### config.mk
export PLATFORM = sky130hd
export DESIGN_NAME = atspeed_wrap
export DESIGN_NICKNAME = d
export VERILOG_FILES = /design/src/rtl/atw_pkg.sv /design/src/rtl/atw_seq.sv /design/src/rtl/atw_pat_store.sv /design/src/rtl/atw_res_store.sv /design/src/rtl/atspeed_wrap.sv
export SDC_FILE = /design/constraint.sdc
export NUM_CORES = 1
export LEC_CHECK = 0
export ABC_AREA = 0
export BUFFER_PORTS_ARGS = -buffer_cell sky130_fd_sc_hd__buf_4
export CELL_PAD_IN_SITES_DETAIL_PLACEMENT = 2
export CELL_PAD_IN_SITES_GLOBAL_PLACEMENT = 2
export CORE_MARGIN = 2
export CORE_UTILIZATION = 30
export DETAILED_ROUTE_END_ITERATION = 8
export GPL_ROUTABILITY_DRIVEN = 0
export HOLD_SLACK_MARGIN = 0.02
export PLACE_DENSITY = 0.67
export SLEW_MARGIN = 20
export SYNTH_ARGS = -nofsm -noshare
export SYNTH_HDL_FRONTEND = slang
export SYNTH_SLANG_ARGS = --single-unit
### constraint.sdc
create_clock -name clk -period 4.1 [get_ports clk]
set_clock_uncertainty 0.2 [all_clocks]
set_input_delay 0.205 -clock clk [delete_from_list [all_inputs] [get_ports clk]]
set_output_delay 0.205 -clock clk [all_outputs]
set_load 0.01 [all_outputs]
### src/rtl/atw_pkg.sv
package atw_pkg;
   typedef enum logic [2:0] {
      ST_IDLE   = 3'd0,
      ST_LOAD   = 3'd1,
      ST_RUN    = 3'd2,
      ST_DRAIN  = 3'd3,
      ST_UNLOAD = 3'd4
   } atw_state_e;
endpackage

### src/rtl/atw_seq.sv
module atw_seq
   import atw_pkg::*;
#(
   parameter int NPAT    = 4,
   parameter int DW      = 8,
   parameter int LATENCY = 3,
   localparam int TOT    = NPAT * DW,
   localparam int IW     = $clog2(NPAT),
   localparam int BCW    = $clog2(TOT + 1),
   localparam int CCW    = $clog2(NPAT + LATENCY + 1)
) (
   input  logic          clk,
   input  logic          rst_n,
   input  logic          slow_en,
   input  logic          trigger,
   output logic          load_sh,
   output logic          unl_sh,
   output logic          run_on,
   output logic [IW-1:0] run_idx,
   output logic          cap_en,
   output logic [IW-1:0] cap_idx,
   output logic          busy,
   output logic          done
);
   atw_state_e     state_q;
   logic [BCW-1:0] bcnt_q;
   logic [CCW-1:0] ccnt_q;
   logic           loaded_q;
   logic           done_q;
   logic           start;

   assign start = (state_q == ST_IDLE) && trigger && loaded_q;

   always_ff @(posedge clk or negedge rst_n) begin
      if (!rst_n) begin
         state_q  <= ST_IDLE;
         bcnt_q   <= '0;
         ccnt_q   <= '0;
         loaded_q <= 1'b0;
         done_q   <= 1'b0;
      end else begin
         done_q <= 1'b0;
         case (state_q)
            ST_IDLE: begin
               if (start) begin
                  state_q  <= ST_RUN;
                  ccnt_q   <= '0;
                  loaded_q <= 1'b0;
               end else if (slow_en) begin
                  state_q  <= ST_LOAD;
                  bcnt_q   <= BCW'(1);
                  loaded_q <= 1'b0;
               end
            end
            ST_LOAD: begin
               if (slow_en) begin
                  if (bcnt_q == BCW'(TOT - 1)) begin
                     state_q  <= ST_IDLE;
                     loaded_q <= 1'b1;
                  end else begin
                     bcnt_q <= bcnt_q + 1'b1;
                  end
               end
            end
            ST_RUN: begin
               ccnt_q <= ccnt_q + 1'b1;
               if (ccnt_q == CCW'(NPAT - 1)) begin
                  state_q <= (LATENCY == 0) ? ST_UNLOAD : ST_DRAIN;
                  bcnt_q  <= '0;
               end
            end
            ST_DRAIN: begin
               ccnt_q <= ccnt_q + 1'b1;
               if (ccnt_q == CCW'(NPAT + LATENCY - 1)) begin
                  state_q <= ST_UNLOAD;
                  bcnt_q  <= '0;
               end
            end
            ST_UNLOAD: begin
               if (slow_en) begin
                  if (bcnt_q == BCW'(TOT - 1)) begin
                     state_q <= ST_IDLE;
                     done_q  <= 1'b1;
                  end else begin
                     bcnt_q <= bcnt_q + 1'b1;
                  end
               end
            end
            default: state_q <= ST_IDLE;
         endcase
      end
   end

   assign load_sh = slow_en && (((state_q == ST_IDLE) && !start) || (state_q == ST_LOAD));
   assign unl_sh  = slow_en && (state_q == ST_UNLOAD);
   assign run_on  = (state_q == ST_RUN);
   assign run_idx = ccnt_q[IW-1:0];
   assign busy    = (state_q == ST_RUN) || (state_q == ST_DRAIN) || (state_q == ST_UNLOAD);
   assign done    = done_q;

   generate
      if (LATENCY == 0) begin : g_comb_cut
         assign cap_en  = run_on;
         assign cap_idx = ccnt_q[IW-1:0];
      end else begin : g_pipe_cut
         logic [CCW-1:0] rel;
         assign rel     = ccnt_q - CCW'(LATENCY);
         assign cap_en  = ((state_q == ST_RUN) || (state_q == ST_DRAIN))
                          && (ccnt_q >= CCW'(LATENCY));
         assign cap_idx = rel[IW-1:0];
      end
   endgenerate
endmodule

### src/rtl/atw_pat_store.sv
module atw_pat_store #(
   parameter int NPAT = 4,
   parameter int DW   = 8,
   localparam int TOT = NPAT * DW,
   localparam int IW  = $clog2(NPAT)
) (
   input  logic          clk,
   input  logic          rst_n,
   input  logic          load_sh,
   input  logic          scan_in,
   input  logic          run_on,
   input  logic [IW-1:0] run_idx,
   output logic [DW-1:0] cut_din
);
   logic [TOT-1:0] pat_q;
   logic [DW-1:0]  slot [NPAT];

   always_ff @(posedge clk or negedge rst_n) begin
      if (!rst_n)       pat_q <= '0;
      else if (load_sh) pat_q <= {pat_q[TOT-2:0], scan_in};
   end

   generate
      for (genvar s = 0; s < NPAT; s++) begin : g_slot
         assign slot[s] = pat_q[TOT-1-s*DW -: DW];
      end
   endgenerate

   assign cut_din = run_on ? slot[run_idx] : '0;
endmodule

### src/rtl/atw_res_store.sv
module atw_res_store #(
   parameter int NPAT = 4,
   parameter int DW   = 8,
   localparam int TOT = NPAT * DW,
   localparam int IW  = $clog2(NPAT)
) (
   input  logic          clk,
   input  logic          rst_n,
   input  logic          cap_en,
   input  logic [IW-1:0] cap_idx,
   input  logic [DW-1:0] cut_dout,
   input  logic          unl_sh,
   output logic          scan_out
);
   logic [TOT-1:0] res_q;
   logic           sout_q;

   always_ff @(posedge clk or negedge rst_n) begin
      if (!rst_n) begin
         res_q  <= '0;
         sout_q <= 1'b0;
      end else if (unl_sh) begin
         sout_q <= res_q[TOT-1];
         res_q  <= {res_q[TOT-2:0], 1'b0};
      end else if (cap_en) begin
         for (int s = 0; s < NPAT; s++) begin
            if (cap_idx == IW'(s)) res_q[TOT-1-s*DW -: DW] <= cut_dout;
         end
      end
   end

   assign scan_out = sout_q;
endmodule

### src/rtl/atspeed_wrap.sv
module atspeed_wrap #(
   parameter int NPAT    = 4,
   parameter int DW      = 8,
   parameter int LATENCY = 3,
   localparam int IW     = $clog2(NPAT)
) (
   input  logic          clk,
   input  logic          rst_n,
   input  logic          slow_en,
   input  logic          scan_in,
   input  logic          trigger,
   input  logic [DW-1:0] cut_dout,
   output logic          scan_out,
   output logic          busy,
   output logic          done,
   output logic [DW-1:0] cut_din
);
   generate
      if (NPAT < 2) begin : g_bad_npat
         $error("atspeed_wrap: NPAT must be at least 2");
      end
      if (DW < 1) begin : g_bad_dw
         $error("atspeed_wrap: DW must be at least 1");
      end
      if (LATENCY < 0) begin : g_bad_lat
         $error("atspeed_wrap: LATENCY must not be negative");
      end
   endgenerate

   logic          load_sh, unl_sh, run_on, cap_en;
   logic [IW-1:0] run_idx, cap_idx;

   atw_seq #(.NPAT(NPAT), .DW(DW), .LATENCY(LATENCY)) u_seq (
      .clk(clk), .rst_n(rst_n), .slow_en(slow_en), .trigger(trigger),
      .load_sh(load_sh), .unl_sh(unl_sh), .run_on(run_on), .run_idx(run_idx),
      .cap_en(cap_en), .cap_idx(cap_idx), .busy(busy), .done(done)
   );

   atw_pat_store #(.NPAT(NPAT), .DW(DW)) u_pat (
      .clk(clk), .rst_n(rst_n), .load_sh(load_sh), .scan_in(scan_in),
      .run_on(run_on), .run_idx(run_idx), .cut_din(cut_din)
   );

   atw_res_store #(.NPAT(NPAT), .DW(DW)) u_res (
      .clk(clk), .rst_n(rst_n), .cap_en(cap_en), .cap_idx(cap_idx),
      .cut_dout(cut_dout), .unl_sh(unl_sh), .scan_out(scan_out)
   );
endmodule

==> reports/summary.json, run 1 <==
{
  "core": {"value": 12600, "unit": "sq um"},
  "detailed_place.area": {"value": 4160, "unit": "sq um"},
  "synth-seq-cells": {"value": 79},
  "gr-usage-all-layers": {"value": 0.149},
  "clockRootBuffer": {"value": "sky130_fd_sc_hd__clkbuf_16"},
  "htree_num_levels": {"value": 3},
  "wirelength": {"value": 9120, "unit": "um"},
  "yosysSeqAreaShare": {"value": 0.513},
  "crit_required": {"value": 4.11, "unit": "ns"},
  "outcome": {"value": "completed"},
  "number_of_pins_with_negative_max_slew_slack_in_the_final_report": {"value": 0},
  "pwr-share-seq": {"value": 0.475},
  "cts-hold-fix-buffers": {"value": 8},
  "crit_path_max_fanout": {"value": 14},
  "transition_time_at_the_pin_with_the_least_slew_margin": {"value": 0.772, "unit": "ns"},
  "switching_share": {"value": 0.307},
  "post_syn_area": {"value": 3850, "unit": "sq um"},
  "tritoncts": {"value": "done"},
  "grt_setup_unrepaired": {"value": "false"},
  "floorplan.die_area": {"value": 13800, "unit": "sq um"},
  "finalCriticalPeriod": {"value": 2.83, "unit": "ns"},
  "clk_pin_slew": {"value": 0.06, "unit": "ns"},
  "vias": {"value": 2621},
  "clock_insertion_delay_worst_skew": {"value": 0.35, "unit": "ns"},
  "crit_path_end_kind": {"value": "flip-flop"},
  "row_count": {"value": 41},
  "cell_internal_pwr": {"value": 1.62, "unit": "mW"},
  "power_per_cell_area": {"value": 515, "unit": "nW/um^2"},
  "overflow": {"value": 0},
  "synth-main-ff-cell": {"value": "sky130_fd_sc_hd__dfrtp_1"},
  "post_layout_nonfiller_instances": {"value": 534},
  "power.share.combinational": {"value": 0.196},
  "vdd_ir_drop_max": {"value": 175, "unit": "uV"},
  "p_switching": {"value": 0.716, "unit": "mW"},
  "largest_net_degree_at_the_start_of_global_routing": {"value": 80},
  "power.clock.fraction": {"value": 0.329},
  "wire_per_inst": {"value": 17.1, "unit": "um"},
  "final_nets": {"value": 378},
  "max_cap_violations": {"value": 0},
  "power_leakage": {"value": 2.28, "unit": "nW"},
  "detailedPlacementHpwl": {"value": 5930, "unit": "um"},
  "timing.fmax": {"value": 354, "unit": "MHz"},
  "start_util": {"value": 0.306},
  "setup_viol_count_final": {"value": 0},
  "port-buffer-count": {"value": 23},
  "count_of_pins_on_the_block_boundary": {"value": 24},
  "syn-instance-count": {"value": 331},
  "drt.antenna.violating_nets": {"value": 0},
  "synth_enable_flop_cells": {"value": 0},
  "timing.setup.tns": {"value": 0, "unit": "ns"},
  "cts_max_path_buffers": {"value": 2},
  "grt_first_pass_wirelength": {"value": 15300, "unit": "um"},
  "synthesis.yosys.warnings": {"value": 0},
  "diodes": {"value": 0},
  "reg2reg_setup_slack": {"value": 1.27, "unit": "ns"},
  "timing.setup.critical_path_class": {"value": "reg -> reg"},
  "drtPass1Iterations": {"value": 4},
  "worst_setup_path_start_kind": {"value": "flip-flop"},
  "initialDrtViolationCount": {"value": 91},
  "syn_avg_cell_area": {"value": 11.6, "unit": "sq um"},
  "synth.distinct_cells": {"value": 36},
  "worst-endpoint-arrival": {"value": 2.84, "unit": "ns"},
  "slew-limit-headroom": {"value": 0.485},
  "drive_above_1_share": {"value": 0.257},
  "die_height": {"value": 117, "unit": "um"},
  "min_period_over_period": {"value": 0.690},
  "hold_class": {"value": "in -> reg"},
  "grt_antenna_before_repair": {"value": 0},
  "clkSinkCount": {"value": 79},
  "finalInstanceArea": {"value": 4530, "unit": "sq um"},
  "async_reset_ff_frac": {"value": 1.00},
  "number_of_cells_in_the_design_after_placement": {"value": 511},
  "final_common_cell": {"value": "sky130_fd_sc_hd__dfrtp_1"},
  "post-cts-setup-buffers": {"value": 0},
  "die-width": {"value": 117, "unit": "um"},
  "cts_made_buffers": {"value": 9},
  "synthToLayoutAreaGrowth": {"value": 17.6, "unit": "%"},
  "cts_resized": {"value": 0},
  "mappedNetlistNets": {"value": 351},
  "post-route-drc-count": {"value": 0},
  "number_of_global_route_vias_before_repair": {"value": 2946},
  "drt-vias-per-instance": {"value": 4.91},
  "final-hold-violation-count": {"value": 0},
  "most-common-layout-cells": {"value": "79 x sky130_fd_sc_hd__dfrtp_1, 49 x sky130_fd_sc_hd__nand2_1, 37 x sky130_fd_sc_hd__o21ai_0"}
}
## flip-flops by register name, summed over array words and instances, names as in the netlist
signal,count
u_seq.ccnt_q,3
u_seq.state_q,3
u_seq.loaded_q,1
u_res.scan_out,1
u_seq.bcnt_q,6
u_pat.pat_q,32
u_res.res_q,32
u_seq.done,1
## critical path, stage by stage, from the launching register on
cell,delay (ns)
sky130_fd_sc_hd__dfrtp_1,0.84
sky130_fd_sc_hd__ha_1,0.32
sky130_fd_sc_hd__ha_1,0.19
sky130_fd_sc_hd__a211oi_1,0.05
sky130_fd_sc_hd__nor2_1,0.43
sky130_fd_sc_hd__nand2_2,0.29
sky130_fd_sc_hd__mux2i_1,0.26
sky130_fd_sc_hd__o21ai_0,0.10
## cell families (layout without fill, tap and decap cells)
logic type      Yosys count  in the layout  share of synthesized area
fa+ha+maj                 7              7                     0.0227
simple gates             84             84                      0.101
compound gates           59             59                     0.0913
flops                    79             79                      0.513
mux                      76             76                      0.236
buf+inv                  25             56                     0.0328
xor+xnor                  1              1                    0.00228
## per-stage QoR
| stage | power [mW] | hold slack, ns | utilization | setup WS, ns |
|---|---|---|---|---|
| after floorplan | 1.42 | -0.291 | - | 1.89 |
| after global placement | 1.55 | 0.239 | 0.331 | 1.42 |
| after detailed placement | 1.59 | 0.244 | 0.331 | 1.27 |
| after CTS | 2.38 | 0.0287 | 0.360 | 1.22 |
| after global routing | 2.49 | 0.0572 | 0.360 | 1.04 |
| final | 2.33 | 0.0354 | 0.360 | 1.27 |
## final timing paths
| check | depth (start not counted) | startpoint | end |
|---|---|---|---|
| worst max-delay path | 7 | u_seq.ccnt_q[0] | u_res.res_q[22] |
| worst min-delay path | 3 | cut_dout[4] | u_res.res_q[28] |
| worst max register to register | 7 | u_seq.ccnt_q[0] | u_res.res_q[22] |
| worst min register to register | 2 | u_res.res_q[24] | u_res.res_q[25] |
| max in group asynchronous | 2 | rst_n | u_res.res_q[24] |
| min in group asynchronous | 2 | rst_n | u_res.res_q[10] |
## cells in the mapped netlist, types with 3 or more instances
| library cell | number | share of area |
|---|---|---|
| sky130_fd_sc_hd__a21o_1 | 3 | 0.0058 |
| sky130_fd_sc_hd__a21oi_1 | 5 | 0.0065 |
| sky130_fd_sc_hd__a31oi_1 | 3 | 0.0049 |
| sky130_fd_sc_hd__and3_1 | 9 | 0.015 |
| sky130_fd_sc_hd__buf_2 | 5 | 0.0065 |
| sky130_fd_sc_hd__buf_6 | 3 | 0.0088 |
| sky130_fd_sc_hd__clkbuf_1 | 8 | 0.0078 |
| sky130_fd_sc_hd__dfrtp_1 | 79 | 0.51 |
| sky130_fd_sc_hd__ha_1 | 7 | 0.023 |
| sky130_fd_sc_hd__inv_1 | 8 | 0.0078 |
| sky130_fd_sc_hd__mux2_2 | 34 | 0.099 |
| sky130_fd_sc_hd__mux2i_1 | 33 | 0.086 |
| sky130_fd_sc_hd__mux4_2 | 8 | 0.047 |
| sky130_fd_sc_hd__nand2_1 | 49 | 0.048 |
| sky130_fd_sc_hd__nand2_2 | 5 | 0.0081 |
| sky130_fd_sc_hd__nand3_1 | 5 | 0.0065 |
| sky130_fd_sc_hd__nor2_1 | 8 | 0.0078 |
| sky130_fd_sc_hd__o21ai_0 | 37 | 0.048 |
## power groups by stage
stage	logic (mW)	registers [mW]	clock network (mW)
CTS	0.472	1.11	0.796
global route	0.525	1.14	0.825
finish	0.457	1.11	0.767
floorplan	0.379	1.04	0
detailed placement	0.460	1.13	0
global placement	0.435	1.11	0
## layer usage
metal	share of wire	up-vias	routed length, um	track usage
li1	-	1227	-	-
met1	0.47	1347	4260	0.190
met2	0.49	34	4460	0.248
met3	0.025	13	226	0.0309
met4	0.019	0	169	0.0612
met5	0	-	0	0
## area by class of cell
| type | count | area, sq um |
|---|---|---|
| fill | 1331 | 8040 |
| inverter | 8 | 30.0 |
| multi-input combinational | 227 | 1750 |
| clock inverter | 5 | 43.8 |
| sequential | 79 | 1980 |
| timing repair buffer | 33 | 272 |
| tap | 172 | 215 |
| clock buffer | 10 | 239 |
No activity file was read; power rests on OpenSTA's default activity.
==> run 2, diff against run 1 <==
- ABC_AREA: 0 -> 1
- PLACE_DENSITY: 0.67 -> 0.74
- clock period: 4.1 -> 2.7 ns (I/O delays scaled with it)
==> reports/summary.json, run 2 <==
{
  "hold_class": {"value": "in -> async"},
  "drt.antenna.violating_nets": {"value": 0},
  "cts-hold-fix-buffers": {"value": 12},
  "cp_cell_sequence": {"value": "clkinv_1 > buf_4 > a21oi_1 > o21ai_0 > a21oi_1 > buf_4"},
  "cts_max_path_buffers": {"value": 2},
  "max_cap_violations": {"value": 0},
  "floorplan.die_area": {"value": 14300, "unit": "sq um"},
  "timing.reg2reg.worst_path_depth": {"value": 9},
  "initialDrtViolationCount": {"value": 113},
  "r2r-end": {"value": "u_res.res_q[7]"},
  "min_period_over_period": {"value": 0.837},
  "number_of_global_route_vias_before_repair": {"value": 3954},
  "wirelength": {"value": 11600, "unit": "um"},
  "yosys.area.top_type": {"value": "sky130_fd_sc_hd__dfrtp_1"},
  "clock_insertion_delay_worst_skew": {"value": 0.34, "unit": "ns"},
  "count_of_pins_on_the_block_boundary": {"value": 24},
  "grt_first_pass_wirelength": {"value": 20300, "unit": "um"},
  "drtPass1Iterations": {"value": 4},
  "synth-seq-cells": {"value": 79},
  "wire_per_inst": {"value": 15.9, "unit": "um"},
  "number_of_pins_with_negative_max_slew_slack_in_the_final_report": {"value": 0},
  "r2r_start": {"value": "u_seq.ccnt_q[1]"},
  "gr-usage-all-layers": {"value": 0.179},
  "fillers": {"value": 1506},
  "syn_avg_cell_area": {"value": 7.83, "unit": "sq um"},
  "yosysSeqAreaShare": {"value": 0.492},
  "most-common-layout-cells": {"value": "197 x sky130_fd_sc_hd__nand2_1, 79 x sky130_fd_sc_hd__dfrtp_1, 63 x sky130_fd_sc_hd__nand3_1"},
  "timing.setup.critical_path_class": {"value": "reg -> out"},
  "netlist_top_cells_area": {"value": "sky130_fd_sc_hd__dfrtp_1 49%, sky130_fd_sc_hd__nand2_1 18%, sky130_fd_sc_hd__nand3_1 7.8%"},
  "core": {"value": 13100, "unit": "sq um"},
  "setup_viol_count_final": {"value": 0},
  "detailedPlacementHpwl": {"value": 8320, "unit": "um"},
  "crit_path_max_fanout": {"value": 13},
  "final_nets": {"value": 573},
  "power_per_cell_area": {"value": 1110, "unit": "nW/um^2"},
  "mappedNetlistNets": {"value": 533},
  "vdd_ir_drop_max": {"value": 342, "unit": "uV"},
  "grt_antenna_before_repair": {"value": 0},
  "cp_slowest_cell": {"value": "sky130_fd_sc_hd__dfrtp_1"},
  "port-buffer-count": {"value": 23},
  "htree_num_levels": {"value": 3},
  "transition_time_at_the_pin_with_the_least_slew_margin": {"value": 0.513, "unit": "ns"},
  "post-route-drc-count": {"value": 0},
  "clk_pin_slew": {"value": 0.06, "unit": "ns"},
  "synthesis.yosys.warnings": {"value": 0},
  "power_leakage": {"value": 2.45, "unit": "nW"},
  "final_common_cell": {"value": "sky130_fd_sc_hd__nand2_1"},
  "synth_top_cell_area_share": {"value": 0.492},
  "row_count": {"value": 42},
  "vias": {"value": 3546},
  "timing.fmax": {"value": 443, "unit": "MHz"},
  "clockRootBuffer": {"value": "sky130_fd_sc_hd__clkbuf_16"},
  "synth.distinct_cells": {"value": 27},
  "async_reset_ff_frac": {"value": 1.00},
  "post-cts-setup-buffers": {"value": 0},
  "biggestRegsByFlops": {"value": "u_pat.pat_q x32, u_res.res_q x32, u_seq.bcnt_q x6"},
  "finalInstanceArea": {"value": 4810, "unit": "sq um"},
  "worst_path_dominant_cell_family": {"value": "flip-flops"},
  "syn-instance-count": {"value": 513},
  "grt_setup_unrepaired": {"value": "false"},
  "overflow": {"value": 0},
  "synthTopCellsByCount": {"value": "197 x sky130_fd_sc_hd__nand2_1, 79 x sky130_fd_sc_hd__dfrtp_1, 63 x sky130_fd_sc_hd__nand3_1, 31 x sky130_fd_sc_hd__inv_1, 28 x sky130_fd_sc_hd__a21oi_1"},
  "worst_setup_path_start_kind": {"value": "flip-flop"},
  "worst-endpoint-arrival": {"value": 1.92, "unit": "ns"},
  "timing.setup.tns": {"value": 0, "unit": "ns"},
  "synth-main-ff-cell": {"value": "sky130_fd_sc_hd__dfrtp_1"},
  "largest_net_degree_at_the_start_of_global_routing": {"value": 44},
  "tritoncts": {"value": "done"},
  "finalCriticalPeriod": {"value": 2.26, "unit": "ns"},
  "cpPeakStageDelay": {"value": 0.58, "unit": "ns"},
  "start_util": {"value": 0.306},
  "final-hold-violation-count": {"value": 0},
  "post_layout_nonfiller_instances": {"value": 734},
  "cp_num_buf_inv": {"value": 3},
  "outcome": {"value": "completed"},
  "synth_most_common_cell": {"value": "sky130_fd_sc_hd__nand2_1"},
  "crit_required": {"value": 2.37, "unit": "ns"},
  "clkSinkCount": {"value": 79},
  "drt-vias-per-instance": {"value": 4.83},
  "synth_enable_flop_cells": {"value": 0},
  "cts_made_buffers": {"value": 9},
  "detailed_place.area": {"value": 4410, "unit": "sq um"},
  "crit_path_end_kind": {"value": "output pin"},
  "post_syn_area": {"value": 4020, "unit": "sq um"},
  "drive_above_1_share": {"value": 0.138},
  "synthToLayoutAreaGrowth": {"value": 19.6, "unit": "%"},
  "die-width": {"value": 120, "unit": "um"},
  "slew-limit-headroom": {"value": 0.658},
  "reg2reg_setup_slack": {"value": 0.48, "unit": "ns"},
  "die_height": {"value": 120, "unit": "um"},
  "diodes": {"value": 0},
  "number_of_cells_in_the_design_after_placement": {"value": 706},
  "cts_resized": {"value": 0}
}
-- run 2: changes by cell type in the layout (fill, tap and decap cells not counted), moves of 6 or more --
cell                      before  now
sky130_fd_sc_hd__nor2_1        8   14
sky130_fd_sc_hd__and3_1        9    0
sky130_fd_sc_hd__buf_4        24   30
sky130_fd_sc_hd__mux4_2        8    0
sky130_fd_sc_hd__nand2_1      49  197
sky130_fd_sc_hd__mux2_2       34    0
sky130_fd_sc_hd__nand3_1       5   63
sky130_fd_sc_hd__inv_1         8   31
sky130_fd_sc_hd__mux2i_1      33    0
sky130_fd_sc_hd__inv_2         0   13
sky130_fd_sc_hd__o21ai_1       0   19
sky130_fd_sc_hd__o21ai_0      37   22
sky130_fd_sc_hd__a21oi_1       5   28
-- run 2: worst register-to-register path: cells and delay by family, from the launching register on --
kind | cells | cell delay [ns]
and+or+nand+nor | 6 | 0.91
DFF | 1 | 0.52
adders and majority gates | 2 | 0.46
buffers and inverters | 1 | 0.07
-- run 2: worst max path at each step --
stage | to | startpoint | cells after the start | slack, ns
2_1_floorplan | u_seq.bcnt_q[0] | u_seq.ccnt_q[0] | 11 | 0.70
3_3_place_gp | u_res.res_q[0] | u_seq.ccnt_q[1] | 9 | 0.54
3_5_place_dp | u_res.res_q[7] | u_seq.ccnt_q[1] | 9 | 0.47
4_1_cts | cut_din[0] | u_seq.ccnt_q[1] | 6 | 0.39
5_1_grt | cut_din[4] | u_seq.ccnt_q[1] | 6 | 0.25
6_report | cut_din[0] | u_seq.ccnt_q[1] | 6 | 0.44
-- run 2: metrics by stage --
| step | total power, mW | setup slack (ns) | utilization | hold WS, ns |
|---|---|---|---|---|
| 2_1_floorplan | 3.46 | 0.699 | - | -0.361 |
| 3_3_place_gp | 4.05 | 0.544 | 0.336 | -0.0590 |
| 4_1_cts | 5.42 | 0.391 | 0.366 | 0.128 |
| 5_1_grt | 5.84 | 0.245 | 0.366 | 0.160 |
| 3_5_place_dp | 4.20 | 0.470 | 0.336 | -0.0494 |
| 6_report | 5.32 | 0.440 | 0.366 | 0.106 |
-- run 2: per-layer routing --
metal  share of wire  global-route usage  up-vias
li1                -                   -     1724
met5               0                   0        -
met4           0.017              0.0684        0
met1            0.48               0.235     1786
met2            0.49               0.303       25
met3           0.014              0.0223       11
-- run 2: cells by family after synthesis --
kind of cell / Yosys count / synth area share
XOR/XNOR: 2 / 0.00436
buffers and inverters: 60 / 0.0616
adder cells (fa/ha/maj): 7 / 0.0218
flip-flops: 79 / 0.492
AO/OA/AOI/OAI: 72 / 0.0937
AND/OR/NAND/NOR: 293 / 0.327
-- run 2: power breakdown --
part | switching (mW) | internal, mW | leakage [nW]
logic | 1.45 | 0.716 | 1.28
clock network | 0.501 | 0.671 | 0.136
registers | 0.346 | 1.64 | 1.04
-- run 2: area by class of cell --
cell class / count / area [sq um] / share of cell area
clock inverter: 3 / 17.5 / 0.00364
clock buffer: 13 / 260 / 0.0541
timing repair buffer: 43 / 365 / 0.0760
inverter: 46 / 173 / 0.0359
multi-input combinational: 374 / 1790 / 0.373
sequential: 79 / 1980 / 0.411
tap: 176 / 220 / 0.0458
==> run 3, diff against run 2 <==
- ABC_AREA: 1 -> 0
- PLACE_DENSITY: 0.74 -> 0.67
- clock period: 2.7 -> 2.2 ns (I/O delays scaled with it)
==> reports/summary.json, run 3 (synthesis results as in run 1) <==
{
  "vias": {"value": 2678},
  "grt_antenna_before_repair": {"value": 0},
  "post-route-drc-count": {"value": 0},
  "drt.antenna.violating_nets": {"value": 0},
  "hold_class": {"value": "in -> async"},
  "finalCriticalPeriod": {"value": 2.13, "unit": "ns"},
  "number_of_global_route_vias_before_repair": {"value": 3014},
  "clkSinkCount": {"value": 79},
  "timing.fmax": {"value": 469, "unit": "MHz"},
  "die-width": {"value": 117, "unit": "um"},
  "htree_num_levels": {"value": 3},
  "floorplan.die_area": {"value": 13800, "unit": "sq um"},
  "sequential_cell_area": {"value": 1980, "unit": "sq um"},
  "number_of_pins_with_negative_max_slew_slack_in_the_final_report": {"value": 0},
  "overflow": {"value": 0},
  "gr-usage-all-layers": {"value": 0.158},
  "slew-limit-headroom": {"value": 0.656},
  "timing.setup.tns": {"value": 0, "unit": "ns"},
  "synthToLayoutAreaGrowth": {"value": 22.7, "unit": "%"},
  "grt_first_pass_wirelength": {"value": 16200, "unit": "um"},
  "wire_per_inst": {"value": 17.7, "unit": "um"},
  "row_count": {"value": 41},
  "count_of_pins_on_the_block_boundary": {"value": 24},
  "drtPass1Iterations": {"value": 4},
  "core": {"value": 12600, "unit": "sq um"},
  "worst_setup_path_start_kind": {"value": "flip-flop"},
  "diodes": {"value": 0},
  "drt-vias-per-instance": {"value": 4.88},
  "fin_worst_hold_slack": {"value": 0.0764, "unit": "ns"},
  "worst-endpoint-arrival": {"value": 1.82, "unit": "ns"},
  "most-common-layout-cells": {"value": "78 x sky130_fd_sc_hd__dfrtp_1, 49 x sky130_fd_sc_hd__nand2_1, 36 x sky130_fd_sc_hd__o21ai_0"},
  "crit_path_max_fanout": {"value": 10},
  "multi_input_logic_area": {"value": 1790, "unit": "sq um"},
  "clk_pin_slew": {"value": 0.06, "unit": "ns"},
  "cts_max_path_buffers": {"value": 2},
  "cts_made_buffers": {"value": 9},
  "timing.setup.critical_path_class": {"value": "reg -> out"},
  "detailedPlacementHpwl": {"value": 6130, "unit": "um"},
  "outcome": {"value": "completed"},
  "die_height": {"value": 117, "unit": "um"},
  "grt_setup_unrepaired": {"value": "true"},
  "drive_above_1_share": {"value": 0.286},
  "clockRootBuffer": {"value": "sky130_fd_sc_hd__clkbuf_16"},
  "tritoncts": {"value": "done"},
  "fillers": {"value": 1317},
  "crit_path_end_kind": {"value": "output pin"},
  "crit_required": {"value": 1.89, "unit": "ns"},
  "setup_viol_count_final": {"value": 0},
  "final_nets": {"value": 393},
  "final-hold-violation-count": {"value": 0},
  "max_cap_violations": {"value": 0},
  "wirelength": {"value": 9700, "unit": "um"},
  "initialDrtViolationCount": {"value": 110},
  "power_per_cell_area": {"value": 940, "unit": "nW/um^2"},
  "vdd_ir_drop_max": {"value": 377, "unit": "uV"},
  "final_common_cell": {"value": "sky130_fd_sc_hd__dfrtp_1"},
  "power_leakage": {"value": 2.41, "unit": "nW"},
  "port-buffer-count": {"value": 23},
  "start_util": {"value": 0.306},
  "largest_net_degree_at_the_start_of_global_routing": {"value": 66},
  "transition_time_at_the_pin_with_the_least_slew_margin": {"value": 0.516, "unit": "ns"},
  "clock_insertion_delay_worst_skew": {"value": 0.34, "unit": "ns"},
  "min_period_over_period": {"value": 0.969},
  "biggestRegsByFlops": {"value": "u_pat.pat_q x32, u_res.res_q x32, u_seq.bcnt_q x6"}
}
## run 3: cell types whose count changed in the layout (fill, tap and decap cells not counted), sizes merged, moves of 4 or more
cell    delta
nand3     -59
mux2      +35
buf        +4
a31oi      +4
clkbuf     -4
mux2i     +33
nand2    -147
o21ai      -5
a21oi     -24
and3       +9
mux4       +8
inv       -35
nor2      -18
## run 3: final timing paths
kind,start,endpoint,slack (ns),cells after the start
worst max-delay path,u_seq.ccnt_q[0],cut_din[2],0.07,4
max in group asynchronous,rst_n,u_seq.ccnt_q[0],1.10,3
worst max register to register,u_seq.ccnt_q[0],u_seq.state_q[0],0.07,6
worst min-delay path,rst_n,u_res.res_q[5],0.08,2
min in group clk,u_res.res_q[24],u_res.res_q[25],0.28,2
worst min register to register,u_res.res_q[24],u_res.res_q[25],0.28,2
## run 3: layout make-up
| type | count | area share |
|---|---|---|
| Inverter | 8 | 0.00636 |
| Tap cell | 172 | 0.0456 |
| Clock buffer | 9 | 0.0477 |
| Clock inverter | 6 | 0.0101 |
| Multi-Input combinational cell | 227 | 0.379 |
| Timing Repair Buffer | 48 | 0.0927 |
| Sequential cell | 79 | 0.419 |
## run 3: through the flow
| step | std cells | setup slack, ns | instance area [sq um] | utilization | power (mW) |
|---|---|---|---|---|---|
| 5_1_grt | 549 | -0.0262 | 4720 | 0.376 | 4.74 |
| 2_1_floorplan | 331 | 0.0754 | 3850 | - | 2.65 |
| 6_report | 549 | 0.0687 | 4720 | 0.376 | 4.44 |
| 3_3_place_gp | 519 | 0.0866 | 4260 | 0.339 | 2.96 |
| 4_1_cts | 547 | 0.0187 | 4700 | 0.374 | 4.51 |
| 3_5_place_dp | 519 | -0.0148 | 4260 | 0.339 | 3.01 |
## run 3: worst max-delay path, cell delays in order (launching register included)
cell and delay [ns]:
sky130_fd_sc_hd__dfrtp_2 0.42, sky130_fd_sc_hd__buf_8 0.18, sky130_fd_sc_hd__mux4_2 0.52, sky130_fd_sc_hd__and3_1 0.21
sky130_fd_sc_hd__buf_4 0.14
## run 3: power by group
part	leakage, nW	internal [mW]	switching, mW
Sequential	1.04	1.77	0.261
Combinational	1.23	0.522	0.489
Clock	0.132	0.765	0.634
Total	2.41	3.06	1.38
## run 3: timing repair
action	CTS	global route
hold endpoints to repair	113	0
buffers inserted	0	2
resized for setup	11	2
pin swaps	2	4
endpoints found under the setup margin	30	37
gates cloned	0	0
hold buffers	13	0
## run 3: layer usage
metal | track usage | routed length, um | up-vias
met5 | 0 | 0 | -
li1 | - | - | 1257
met1 | 0.209 | 4600 | 1379
met3 | 0.0294 | 222 | 11
met2 | 0.256 | 4710 | 31
met4 | 0.0635 | 158 | 0
